===== src/rtl/gct_pkg.sv =====
package gct_pkg;
  localparam int unsigned BYTE_W = 8;
  localparam int unsigned PRE_W  = 5;
  localparam int unsigned ADDR_W = 2;

  localparam logic [ADDR_W-1:0] ADDR_LO   = 2'd0;
  localparam logic [ADDR_W-1:0] ADDR_HI   = 2'd1;
  localparam logic [ADDR_W-1:0] ADDR_CTRL = 2'd2;

  typedef enum logic [1:0] {
    MODE_13  = 2'd0,
    MODE_16  = 2'd1,
    MODE_RLD = 2'd2,
    MODE_OFF = 2'd3
  } gct_mode_e;

  typedef struct packed {
    logic      irq_en;
    logic      run;
    logic      gate_pol;
    logic      gate_mode;
    logic      ext_src;
    gct_mode_e mode;
  } gct_ctrl_t;

  localparam int unsigned CTRL_W = $bits(gct_ctrl_t);
endpackage


===== src/rtl/gct_sync.sv =====
module gct_sync #(
  parameter int unsigned WIDTH  = 1,
  parameter int unsigned STAGES = 2
) (
  input  logic             clk_i,
  input  logic             rst_ni,
  input  logic [WIDTH-1:0] d_i,
  output logic [WIDTH-1:0] q_o
);
  logic [WIDTH-1:0] stg_q [STAGES];

  for (genvar g = 0; g < STAGES; g++) begin : g_stage
    if (g == 0) begin : g_first
      always_ff @(posedge clk_i or negedge rst_ni) begin
        if (!rst_ni) stg_q[g] <= '0;
        else         stg_q[g] <= d_i;
      end
    end else begin : g_next
      always_ff @(posedge clk_i or negedge rst_ni) begin
        if (!rst_ni) stg_q[g] <= '0;
        else         stg_q[g] <= stg_q[g-1];
      end
    end
  end

  assign q_o = stg_q[STAGES-1];
endmodule


===== src/rtl/gct_step.sv =====
module gct_step (
  input  logic clk_i,
  input  logic rst_ni,
  input  logic run_i,
  input  logic gate_mode_i,
  input  logic gate_pol_i,
  input  logic gate_s_i,
  input  logic ext_src_i,
  input  logic tick_i,
  input  logic cnt_s_i,
  output logic inc_o
);
  logic cnt_q;
  logic ext_edge;
  logic src_hit;
  logic gate_ok;

  always_ff @(posedge clk_i or negedge rst_ni) begin
    if (!rst_ni) cnt_q <= 1'b0;
    else         cnt_q <= cnt_s_i;
  end

  assign ext_edge = cnt_s_i & ~cnt_q;
  assign src_hit  = ext_src_i ? ext_edge : tick_i;
  assign gate_ok  = ~gate_mode_i | (gate_s_i ^ gate_pol_i);
  assign inc_o    = run_i & gate_ok & src_hit;

  // external source: two steps never on back-to-back cycles (one per edge)
  p_one_per_edge_r7: assert property (@(posedge clk_i) disable iff (!rst_ni)
    (ext_src_i && inc_o) |=> !(ext_src_i && inc_o));
endmodule


===== src/rtl/gct_core.sv =====
module gct_core
  import gct_pkg::*;
#(
  parameter int unsigned BW = BYTE_W,
  parameter int unsigned PW = PRE_W
) (
  input  logic          clk_i,
  input  logic          rst_ni,
  input  gct_mode_e     mode_i,
  input  logic          inc_i,
  input  logic          wr_lo_i,
  input  logic          wr_hi_i,
  input  logic          wr_flag_i,
  input  logic [BW-1:0] wdata_i,
  output logic [BW-1:0] lo_o,
  output logic [BW-1:0] hi_o,
  output logic          flag_o
);
  localparam int unsigned CW = 2 * BW;
  localparam logic [BW-1:0] ONE_B = 1;
  localparam logic [PW-1:0] ONE_P = 1;
  localparam logic [CW-1:0] ONE_W = 1;

  logic [BW-1:0] lo_q, hi_q, lo_n, hi_n;
  logic          flag_q, flag_n;
  logic          step, wrap;

  always_comb begin
    lo_n = lo_q;
    hi_n = hi_q;
    wrap = 1'b0;
    step = inc_i & ~wr_lo_i & ~wr_hi_i;
    if (step) begin
      unique case (mode_i)
        MODE_13: begin
          if (&lo_q[PW-1:0]) begin
            lo_n[PW-1:0] = '0;
            hi_n         = hi_q + ONE_B;
            wrap         = &hi_q;
          end else begin
            lo_n[PW-1:0] = lo_q[PW-1:0] + ONE_P;
          end
        end
        MODE_16: begin
          {hi_n, lo_n} = {hi_q, lo_q} + ONE_W;
          wrap         = &{hi_q, lo_q};
        end
        MODE_RLD: begin
          if (&lo_q) begin
            lo_n = hi_q;
            wrap = 1'b1;
          end else begin
            lo_n = lo_q + ONE_B;
          end
        end
        default: ;
      endcase
    end
    if (wr_lo_i) lo_n = wdata_i;
    if (wr_hi_i) hi_n = wdata_i;
    // hardware set beats software clear
    if (wrap)           flag_n = 1'b1;
    else if (wr_flag_i) flag_n = wdata_i[BW-1];
    else                flag_n = flag_q;
  end

  always_ff @(posedge clk_i or negedge rst_ni) begin
    if (!rst_ni) begin
      lo_q   <= '0;
      hi_q   <= '0;
      flag_q <= 1'b0;
    end else begin
      lo_q   <= lo_n;
      hi_q   <= hi_n;
      flag_q <= flag_n;
    end
  end

  assign lo_o   = lo_q;
  assign hi_o   = hi_q;
  assign flag_o = flag_q;

  p_idle_r5: assert property (@(posedge clk_i) disable iff (!rst_ni)
    (!inc_i && !wr_lo_i && !wr_hi_i) |=> ($stable(lo_q) && $stable(hi_q)));

  p_upper_keep_r2: assert property (@(posedge clk_i) disable iff (!rst_ni)
    (mode_i == MODE_13 && !wr_lo_i) |=> (lo_q[BW-1:PW] == $past(lo_q[BW-1:PW])));

  p_wrap16_r3: assert property (@(posedge clk_i) disable iff (!rst_ni)
    (mode_i == MODE_16 && inc_i && !wr_lo_i && !wr_hi_i && (&{hi_q, lo_q}))
    |=> (lo_q == '0 && hi_q == '0 && flag_q));

  p_reload_r4: assert property (@(posedge clk_i) disable iff (!rst_ni)
    (mode_i == MODE_RLD && inc_i && !wr_lo_i && !wr_hi_i && (&lo_q))
    |=> (lo_q == $past(hi_q) && flag_q));

  p_reload_keep_r4: assert property (@(posedge clk_i) disable iff (!rst_ni)
    (mode_i == MODE_RLD && !wr_hi_i) |=> $stable(hi_q));

  p_sticky_r9: assert property (@(posedge clk_i) disable iff (!rst_ni)
    (flag_q && !wr_flag_i) |=> flag_q);

  p_hold_r10: assert property (@(posedge clk_i) disable iff (!rst_ni)
    (mode_i == MODE_OFF && !wr_lo_i && !wr_hi_i) |=> ($stable(lo_q) && $stable(hi_q)));
endmodule


===== src/rtl/gct_top.sv =====
module gct_top
  import gct_pkg::*;
#(
  parameter int unsigned SYNC_STAGES = 2
) (
  input  logic              clk_i,
  input  logic              rst_ni,
  input  logic              tick_i,
  input  logic              cnt_pin_i,
  input  logic              gate_pin_i,
  input  logic              wr_en_i,
  input  logic [ADDR_W-1:0] addr_i,
  input  logic [BYTE_W-1:0] wdata_i,
  output logic [BYTE_W-1:0] rdata_o,
  output logic              irq_o
);
  gct_ctrl_t     ctrl_q;
  logic          wr_lo, wr_hi, wr_ctrl;
  logic [1:0]    pins_s;
  logic          inc;
  logic [BYTE_W-1:0] lo, hi;
  logic          flag;

  assign wr_lo   = wr_en_i && (addr_i == ADDR_LO);
  assign wr_hi   = wr_en_i && (addr_i == ADDR_HI);
  assign wr_ctrl = wr_en_i && (addr_i == ADDR_CTRL);

  always_ff @(posedge clk_i or negedge rst_ni) begin
    if (!rst_ni)      ctrl_q <= '0;
    else if (wr_ctrl) ctrl_q <= gct_ctrl_t'(wdata_i[CTRL_W-1:0]);
  end

  gct_sync #(.WIDTH(2), .STAGES(SYNC_STAGES)) u_sync (
    .clk_i (clk_i),
    .rst_ni(rst_ni),
    .d_i   ({gate_pin_i, cnt_pin_i}),
    .q_o   (pins_s)
  );

  gct_step u_step (
    .clk_i      (clk_i),
    .rst_ni     (rst_ni),
    .run_i      (ctrl_q.run),
    .gate_mode_i(ctrl_q.gate_mode),
    .gate_pol_i (ctrl_q.gate_pol),
    .gate_s_i   (pins_s[1]),
    .ext_src_i  (ctrl_q.ext_src),
    .tick_i     (tick_i),
    .cnt_s_i    (pins_s[0]),
    .inc_o      (inc)
  );

  gct_core #(.BW(BYTE_W), .PW(PRE_W)) u_core (
    .clk_i    (clk_i),
    .rst_ni   (rst_ni),
    .mode_i   (ctrl_q.mode),
    .inc_i    (inc),
    .wr_lo_i  (wr_lo),
    .wr_hi_i  (wr_hi),
    .wr_flag_i(wr_ctrl),
    .wdata_i  (wdata_i),
    .lo_o     (lo),
    .hi_o     (hi),
    .flag_o   (flag)
  );

  always_comb begin
    unique case (addr_i)
      ADDR_LO:   rdata_o = lo;
      ADDR_HI:   rdata_o = hi;
      ADDR_CTRL: rdata_o = {flag, ctrl_q};
      default:   rdata_o = '0;
    endcase
  end

  assign irq_o = flag & ctrl_q.irq_en;

  p_run_gate_r5: assert property (@(posedge clk_i) disable iff (!rst_ni)
    (!ctrl_q.run && !wr_lo && !wr_hi) |=> ($stable(lo) && $stable(hi)));
endmodule


===== config.mk =====
export PLATFORM = sky130hd
export DESIGN_NAME = gct_top
export DESIGN_NICKNAME = d
export VERILOG_FILES = /design/src/rtl/gct_pkg.sv /design/src/rtl/gct_sync.sv /design/src/rtl/gct_step.sv /design/src/rtl/gct_core.sv /design/src/rtl/gct_top.sv
export SDC_FILE = /design/constraint.sdc
export NUM_CORES = 1
export LEC_CHECK = 0
export ABC_AREA = 1
export BUFFER_PORTS_ARGS = -buffer_cell sky130_fd_sc_hd__buf_2
export CORE_ASPECT_RATIO = 2
export CORE_UTILIZATION = 45
export CTS_CLUSTER_SIZE = 25
export DETAILED_ROUTE_END_ITERATION = 8
export GPL_TIMING_DRIVEN = 0
export REMOVE_ABC_BUFFERS = 1
export SETUP_SLACK_MARGIN = 0.3
export SYNTH_ARGS = -nofsm -noshare
export SYNTH_HDL_FRONTEND = slang
export SYNTH_SLANG_ARGS = --single-unit

===== constraint.sdc =====
create_clock -name clk_i -period 2.5 [get_ports clk_i]
set_input_delay 0.25 -clock clk_i [delete_from_list [all_inputs] [get_ports clk_i]]
set_output_delay 0.25 -clock clk_i [all_outputs]
set_load 0.01 [all_outputs]

==> flow_summary.ini, run 1 <==
[yosys]
synth_cell_types = 30
ys_top_cells_by_area = dfrtp_1, nand2_1, nand3_1
synthArstFlopShare_pct = 100
synthFlopType = dfrtp_1
seq_area_frac_synth_pct = 31.8
netlist_area_um2 = 2280
synthCells = 337
yosys_warnings = 0
ys_seq_elements = 29
avgSynthCellArea_um2 = 6.77
synthTopCellsByCount = nand2_1, inv_1, nand3_1, dfrtp_1, nor2_1
synth_top_area_share_pct = 31.8
synth_edf_count = 0
yosysTopAreaCell = dfrtp_1
yosysMostFrequentCell = nand2_1

[floorplan]
dieArea_um2 = 5370
die_w_um = 52.3
fp.dieH_um = 103
initial_utilization_pct = 46.9
io_pins = 25
rows = 36
core_area_um2 = 4860

[sta]
period_share_pct = 78.1
fin_crit_ns = 1.95
setup_viol = 0
max_slew_margin_pct = 55.1
setup_tns_ns = 0
holdWs_ns = -0.0127
slew_violations = 0
hold_viol = 18
worst_pin_slew_ns = 0.674
fmax_ghz = 0.512
fin_skew_ns = 0.0119
rsz0062_at_grt = false

[clock_tree]
cts_buffer_depth = 2
cts_tree = built
cts-buffers-inserted = 5
clk_pin_slew_ns = 0.08
clock_latency_ns = 0.29
clkSinkCount = 29
root_buffer = clkbuf_8
htreeDepth = 2

[place]
place_congestion = 0.915
hpwlAfterDp_um = 5130
portBuffers = 24

[routing]
num_vias = 2278
via_per_inst = 5.40
drt_iter0_drc = 116
drcViolationCount = 0
antenna_left = 0
drt_first_pass_iters = 4
wl_per_cell_um = 15.5
drt_wl_total_um = 6540

[global_route]
grt_pass1_vias = 2202
track_usage_pct = 27.1
grt_pass1_wl_um = 10500
grt_antenna_before_repair = 0
grt_max_degree = 30
grt-ovfl-total = 0

[power]
p_per_area_nw_per_um2 = 790
vdd_ir_drop_max_uv = 723
leakagePower_uw = 0.00139

[worst_setup_path]
critPathCaptureType = flop
cp_max_fo = 11
path_class = flop to flop
startpoint_type = flop
worstPathRequired_ns = 2.66
worstPathArrival_ns = 2.12

[final_layout]
area_growth_pct = 11.9
drive_above_1_share_pct = 15.3
diodes = 0
nNetsFinal = 387

[worst_hold_path]
hp-class = input port to async pin

[outcome]
status = finished, violations left
violations = negative hold slack

[run]
max-cap-violations = 0
-- registers in the layout, indices dropped and copies added (netlist names) --
name           flops
u_core.flag_o      1
ctrl_q             7
u_sync.stg_q       2
u_sync.q_o         2
u_core.hi_o        8
u_core.lo_o        8
u_step.cnt_q       1
-- layout make-up --
cell class / count / area (um2)
clock inverter: 3 / 46.3
clock buffer: 5 / 68.8
tap: 57 / 71.3
multi-input combinational: 256 / 1330
sequential: 29 / 726
fill: 536 / 2310
inverter: 46 / 173
timing repair buffer: 26 / 135
-- worst paths after layout --
kind | start | endpoint | slack [ns] | cells past startpoint
max | ctrl_q[1] | u_core.hi_o[0] | 0.55 | 7
min | rst_ni | u_core.hi_o[7] | -0.01 | 1
max reg2reg | ctrl_q[1] | u_core.hi_o[0] | 0.55 | 7
min reg2reg | u_sync.stg_q[3] | u_sync.q_o[1] | 0.35 | 0
max in group asynchronous | rst_ni | u_core.lo_o[2] | 2.07 | 1
min in group clk_i | gate_pin_i | u_sync.stg_q[3] | 0.07 | 1
-- timing repair --
action	4_1_cts	5_1_grt
hold endpoints to repair	0	0
hold buffers	0	0
setup endpoints to repair	0	1
setup buffers	0	2
gates resized for setup	0	0
-- through the flow --
step	setup slack [ns]	util, %	cell area [um2]	total power (uW)	instances
2_1_floorplan	0.799	-	2230	1270	331
3_3_place_gp	0.510	49.8	2420	1500	412
3_5_place_dp	0.512	49.8	2420	1510	412
4_1_cts	0.495	52.2	2540	2020	420
5_1_grt	0.347	52.5	2550	2170	422
6_report	0.546	52.5	2550	2020	422
-- cell families after synthesis --
| kind of cell | Yosys count | share of synthesized area, % |
|---|---|---|
| flops | 29 | 31.8 |
| buf+inv | 52 | 9.76 |
| xor+xnor | 3 | 1.15 |
| simple gates | 214 | 42.8 |
| compound gates | 29 | 9.11 |
| mux | 3 | 1.48 |
| fa+ha+maj | 7 | 3.84 |
-- placed cells by master (no fill, tap or decap), drive strengths merged --
| master | netlist | final |
|---|---|---|
| nand2 | 136 | 136 |
| inv | 46 | 46 |
| nand3 | 39 | 39 |
| nor2 | 31 | 31 |
| dfrtp | 29 | 29 |
| buf | 3 | 26 |
| o221ai | 8 | 8 |
| a21oi | 7 | 7 |
| ha | 7 | 7 |
| o21ai | 7 | 7 |
| o211ai | 6 | 6 |
| clkbuf | 3 | 5 |
| nand4 | 4 | 4 |
| xor2 | 3 | 3 |
| mux2 | 3 | 3 |
| nor3 | 2 | 2 |
| o21bai | 1 | 1 |
| or2 | 1 | 1 |
| nand3b | 1 | 1 |
| clkinvlp | 0 | 1 |
| clkinv | 0 | 1 |
| bufinv | 0 | 1 |
-- worst max-delay path, cell delays in order (launching register included) --
cell,delay [ns]
dfrtp_1,0.40
inv_1,0.13
ha_1,0.47
inv_1,0.10
o21ai_0,0.29
nand2_4,0.15
nand2_1,0.18
o211ai_1,0.10
-- per-layer routing --
metal	share of wire, %	GRT usage (%)
met1	37	28.3
met5	0	0
met4	5.3	18.8
met3	2.7	3.39
met2	55	48.1
-- where the power goes --
group | total (uW) | leakage [uW] | internal, uW | switching (uW)
logic | 776 | 0.000987 | 283 | 493
registers | 732 | 0.000352 | 582 | 150
clock network | 508 | 0.0000543 | 298 | 209
Note: power is estimated with default switching activity, not from simulation.
==> run 2, diff against run 1 <==
--- a/config.mk
+++ b/config.mk
@@ -12,6 +12,7 @@
 export CTS_CLUSTER_SIZE = 25
 export DETAILED_ROUTE_END_ITERATION = 8
 export GPL_TIMING_DRIVEN = 0
+export PLACE_DENSITY = 0.66
 export REMOVE_ABC_BUFFERS = 1
 export SETUP_SLACK_MARGIN = 0.3
 export SYNTH_ARGS = -nofsm -noshare
==> constraint.sdc (replaced) <==
create_clock -name clk_i -period 1.75 [get_ports clk_i]
set_input_delay 0.175 -clock clk_i [delete_from_list [all_inputs] [get_ports clk_i]]
set_output_delay 0.175 -clock clk_i [all_outputs]
set_load 0.01 [all_outputs]
==> run 2 against run 1 <==
  * The run now ends clean
  * Sequential share of layout area decreased by 2.3 points
  * Combinational power increased by 71%
  * Die area unchanged
  * Maximum frequency increased by 18%
  * Count of clock-buffer cells in the layout unchanged
  * Largest cell class unchanged
==> flow_summary.ini, run 2 (synthesis gave the netlist of run 1 again) <==
[outcome]
status = completed

[floorplan]
core_area_um2 = 4860
initial_utilization_pct = 46.9
rows = 36
fp.dieH_um = 103
die_w_um = 52.3
io_pins = 25
dieArea_um2 = 5370

[worst_setup_path]
worstPathArrival_ns = 1.89
worstPathRequired_ns = 1.99
cp_max_fo = 3
worst_path_most_repeated_cell = nand2_1
critPathTopFamily = simple AND/OR/NAND/NOR gates
startpoint_type = flop
path_cells = ha_2, nand2_2, nor2_4, ha_4, buf_4, buf_6, nor2_4, nand2_1, nand2_1, inv_1, nand2_1, nand2_1, nand2_1
critPathBufInv = 3
slowest_delay_ns = 0.40
slowest_stage = dfrtp_1
critPathCaptureType = flop
path_class = flop to flop

[place]
portBuffers = 24
place_area_um2 = 2420
hpwlAfterDp_um = 5040
preCtsSetupSlack_ns = -0.229
place_congestion = 0.940

[power]
p_per_area_nw_per_um2 = 1060
leakagePower_uw = 0.00141
finalPower_uw = 2950
vdd_ir_drop_max_uv = 675

[routing]
drcViolationCount = 0
drt_first_pass_iters = 4
wl_per_cell_um = 15.6
antenna_left = 0
drt_iter0_drc = 74
num_vias = 2323
drt_wl_total_um = 6760
via_per_inst = 5.36

[clock_tree]
root_buffer = clkbuf_8
htreeDepth = 2
clock_latency_ns = 0.29
cts-buffers-inserted = 5
cts_buffer_depth = 2
cts_tree = built
clk_pin_slew_ns = 0.08
clkSinkCount = 29

[sta]
rsz0062_at_grt = true
period_share_pct = 94.8
holdWs_ns = 0.154
setup_viol = 0
worst_slack_ns = 0.0904
hold_viol = 0
max_slew_margin_pct = 52.9
setup_tns_ns = 0
fin_skew_ns = 0.0106
fmax_ghz = 0.603
worst_pin_slew_ns = 0.706
slew_violations = 0
fin_crit_ns = 1.66

[final_layout]
mostFrequentLayoutCells = nand2_1, inv_1, nand3_1
area_growth_pct = 21.9
nNetsFinal = 398
final_area_um2 = 2780
diodes = 0
fill_cells = 481
final_common_cell = nand2_1
drive_above_1_share_pct = 25.0

[global_route]
track_usage_pct = 27.8
grt_max_degree = 30
grt_pass1_wl_um = 10900
grt-ovfl-total = 0
grt_pass1_vias = 2273
grt_antenna_before_repair = 0

[worst_hold_path]
hp-class = input port to flop

[run]
max-cap-violations = 0
run 2: tightest hold or removal path, stage by stage:
cell and delay, ns:
buf_2 0.11, nand2_1 0.05, nand3_1 0.07
run 2: report_power, final:
part | internal (uW) | leakage [uW] | switching (uW)
combinational | 516 | 0.00103 | 815
sequential | 835 | 0.000349 | 198
clock | 279 | 0.0000364 | 304
total | 1630 | 0.00141 | 1320
run 2: routing by layer:
metal | global-route usage (%) | vias up | wire, um
met5 | 0 | - | 0
met4 | 21.3 | 0 | 456
met3 | 3.98 | 36 | 195
met2 | 47.9 | 69 | 3570
met1 | 29.2 | 1065 | 2530
li1 | - | 1153 | -
run 2: layout make-up:
type                       instances  area, um2  share of cell area, %
clock buffer                       5       68.8                   2.47
clock inverter                     3       22.5                  0.810
inverter                          46        178                   6.39
multi-input combinational        256       1480                   53.1
sequential                        29        728                   26.2
tap                               57       71.3                   2.56
timing repair buffer              37        236                   8.50
run 2: repair_timing:
item	4_1_cts	5_1_grt
setup buffers	9	1
hold endpoints to repair	31	0
gates resized for setup	27	21
pin swaps	10	7
endpoints found under the setup margin	18	19
hold buffers	3	0
run 2: stage by stage:
step | instances | utilization, %
detailed placement | 412 | 49.8
finish | 433 | 57.2
floorplan | 331 | -
CTS | 432 | 55.6
global placement | 412 | 49.8
global route | 433 | 57.2
run 2: worst paths after layout:
kind | startpoint | to | slack (ns) | cells after the start
max in group asynchronous | rst_ni | u_core.lo_o[4] | 0.78 | 2
worst max-delay path | u_core.lo_o[1] | u_core.lo_o[0] | 0.09 | 13
worst max register to register | u_core.lo_o[1] | u_core.lo_o[0] | 0.09 | 13
worst min-delay path | wdata_i[1] | u_core.hi_o[1] | 0.15 | 3
worst min register to register | u_sync.stg_q[3] | u_sync.q_o[1] | 0.35 | 0
min in group asynchronous | rst_ni | ctrl_q[6] | 0.47 | 2
==> run 3, diff against run 2 <==
--- a/config.mk
+++ b/config.mk
@@ -7,12 +7,12 @@
 export LEC_CHECK = 0
 export ABC_AREA = 1
 export BUFFER_PORTS_ARGS = -buffer_cell sky130_fd_sc_hd__buf_2
+export CAP_MARGIN = 10
 export CORE_ASPECT_RATIO = 2
 export CORE_UTILIZATION = 45
-export CTS_CLUSTER_SIZE = 25
+export CTS_CLUSTER_SIZE = 12
 export DETAILED_ROUTE_END_ITERATION = 8
 export GPL_TIMING_DRIVEN = 0
-export PLACE_DENSITY = 0.66
 export REMOVE_ABC_BUFFERS = 1
 export SETUP_SLACK_MARGIN = 0.3
 export SYNTH_ARGS = -nofsm -noshare
==> constraint.sdc (replaced) <==
create_clock -name clk_i -period 1.7 [get_ports clk_i]
set_input_delay 0.17 -clock clk_i [delete_from_list [all_inputs] [get_ports clk_i]]
set_output_delay 0.17 -clock clk_i [all_outputs]
set_load 0.01 [all_outputs]
==> run 3 against run 2 <==
  * First-iteration DRC count up 26%
  * Die area is the same
  * Maximum frequency shrank 0.18%
  * Global-route usage hardly changed
  * Cell count is 0.92% higher
  * Sequential power barely moved
  * Register-to-register slack worse by 0.05 ns
  * Critical path type unchanged
  * Non-clock buffer count up 4
  * Combinational power rose by 5%
  * Worst setup slack worse by 0.053 ns
  * Clock skew decreased by 0.0011 ns
  * Via count grew 2.4%
==> flow_summary.ini, run 3 (synthesis gave the netlist of run 1 again) <==
[final_layout]
area_growth_pct = 23.5
drive_above_1_share_pct = 24.7
diodes = 0
seqCellArea_um2 = 728
final_area_um2 = 2820
nNetsFinal = 402
multi_input_area_um2 = 1470
mostFrequentLayoutCells = nand2_1, inv_1, nand3_1
final_common_cell = nand2_1
fill_cells = 513

[place]
place_area_um2 = 2420
place_congestion = 0.915
portBuffers = 24
hpwlAfterDp_um = 5130

[floorplan]
io_pins = 25
dieArea_um2 = 5370
fp.dieH_um = 103
die_w_um = 52.3
rows = 36
initial_utilization_pct = 46.9
core_area_um2 = 4860

[global_route]
grt-ovfl-total = 0
grt_antenna_before_repair = 0
met3_usage_pct = 3.54
track_usage_pct = 27.9
use_met2_pct = 50.8
grt_pass1_wl_um = 10800
grt.busiest_layer = met2
grt_pass1_vias = 2270
grt_util_met1_pct = 28.5
grt_max_degree = 30

[worst_setup_path]
slowest_delay_ns = 0.37
critPathCaptureType = flop
r2r_end = u_core.hi_o[0]
r2r_start = u_core.lo_o[0]
slowest_stage = dfrtp_1
startpoint_type = flop
reg2reg_depth = 10
worstPathRequired_ns = 1.90
path_class = flop to flop
worst_path_most_repeated_cell = nand2_4
cp_max_fo = 8
worstPathArrival_ns = 1.86
r2r_slack_ns = 0.04
path_cells = ha_2, nand2_2, nor2_4, ha_4, nand2_4, o21ai_4, nand2_4, nor2_8, nand2_1, o211ai_1

[clock_tree]
clkSinkCount = 29
root_buffer = clkbuf_8
cts-buffers-inserted = 5
cts_tree = built
htreeDepth = 2
cts_buffer_depth = 2
clock_latency_ns = 0.29
clk_pin_slew_ns = 0.08

[sta]
rsz0062_at_grt = true
slew_violations = 0
setup_tns_ns = 0
setup_viol = 0
hold_viol = 0
worst_pin_slew_ns = 0.686
fin_crit_ns = 1.66
max_slew_margin_pct = 54.3
fin_skew_ns = 0.00941
fmax_ghz = 0.602
period_share_pct = 97.8

[power]
p_per_area_nw_per_um2 = 1130
leakagePower_uw = 0.00146
finalPower_uw = 3190
vdd_ir_drop_max_uv = 1040

[routing]
wl_per_cell_um = 15.7
antenna_left = 0
drt_wl_total_um = 6880
drcViolationCount = 0
drt_iter0_drc = 93
via_per_inst = 5.44
drt_first_pass_iters = 5
num_vias = 2379

[worst_hold_path]
hold_end = u_core.hi_o[1]
hold_depth = 3
hp-class = input port to flop
hp-start = wdata_i[1]

[run]
max-cap-violations = 0

[outcome]
status = completed
-- run 3: through the flow --
stage	setup slack, ns	hold WS [ns]	util [%]	std cells
final	0.0375	0.151	57.9	437
after global routing	-0.0697	0.152	57.9	437
after global placement	-0.290	0.256	49.8	412
after CTS	0.0668	0.152	56.1	432
after detailed placement	-0.288	0.254	49.8	412
after floorplan	-0.00138	-0.126	-	331
-- run 3: timing repair --
action / 4_1_cts / 5_1_grt
setup endpoints to repair: 20 / 23
gates cloned: 0 / 0
pin swaps: 12 / 8
gates resized for setup: 29 / 11
hold endpoints to repair: 31 / 0
setup buffers: 9 / 5
hold buffers: 3 / 0
-- run 3: how the worst max path moves through the flow --
stage               depth (start not counted)            from             end
finish                                     10  u_core.lo_o[0]  u_core.hi_o[0]
global route                               10  u_core.lo_o[0]  u_core.hi_o[2]
CTS                                        10  u_core.lo_o[0]  u_core.hi_o[0]
detailed placement                          9  u_core.lo_o[0]  u_core.hi_o[2]
global placement                            9  u_core.lo_o[0]  u_core.hi_o[2]
floorplan                                  10  u_core.lo_o[0]  u_core.hi_o[6]
-- run 3: per-layer routing --
metal,vias to the layer above,part of all wire [%],wire length [um]
met3,33,2.4,164
li1,1159,-,-
met4,0,6.0,416
met1,1129,37,2560
met5,-,0,0
met2,58,54,3740
-- run 3: worst max-delay path: cells and delay by family, from the launching register on --
family | cells | cell delay (ns)
AND/OR/NAND/NOR | 6 | 0.69
adder cells (fa/ha/maj) | 2 | 0.37
flip-flops | 1 | 0.37
AO/OA/AOI/OAI | 2 | 0.15
-- run 3: power breakdown --
group	internal [uW]	switching (uW)	leakage (uW)
Combinational	560	842	0.00106
Clock	438	305	0.0000543
Sequential	860	189	0.000349
Total	1860	1340	0.00146
-- run 3: cell type report --
class,count,area share [%]
clock buffers,5,2.44
clock inverters,3,1.64
inverters,46,6.13
multi-input cells,256,52.1
flip-flops and latches,29,25.9
well taps,57,2.53
repair buffers,41,9.33
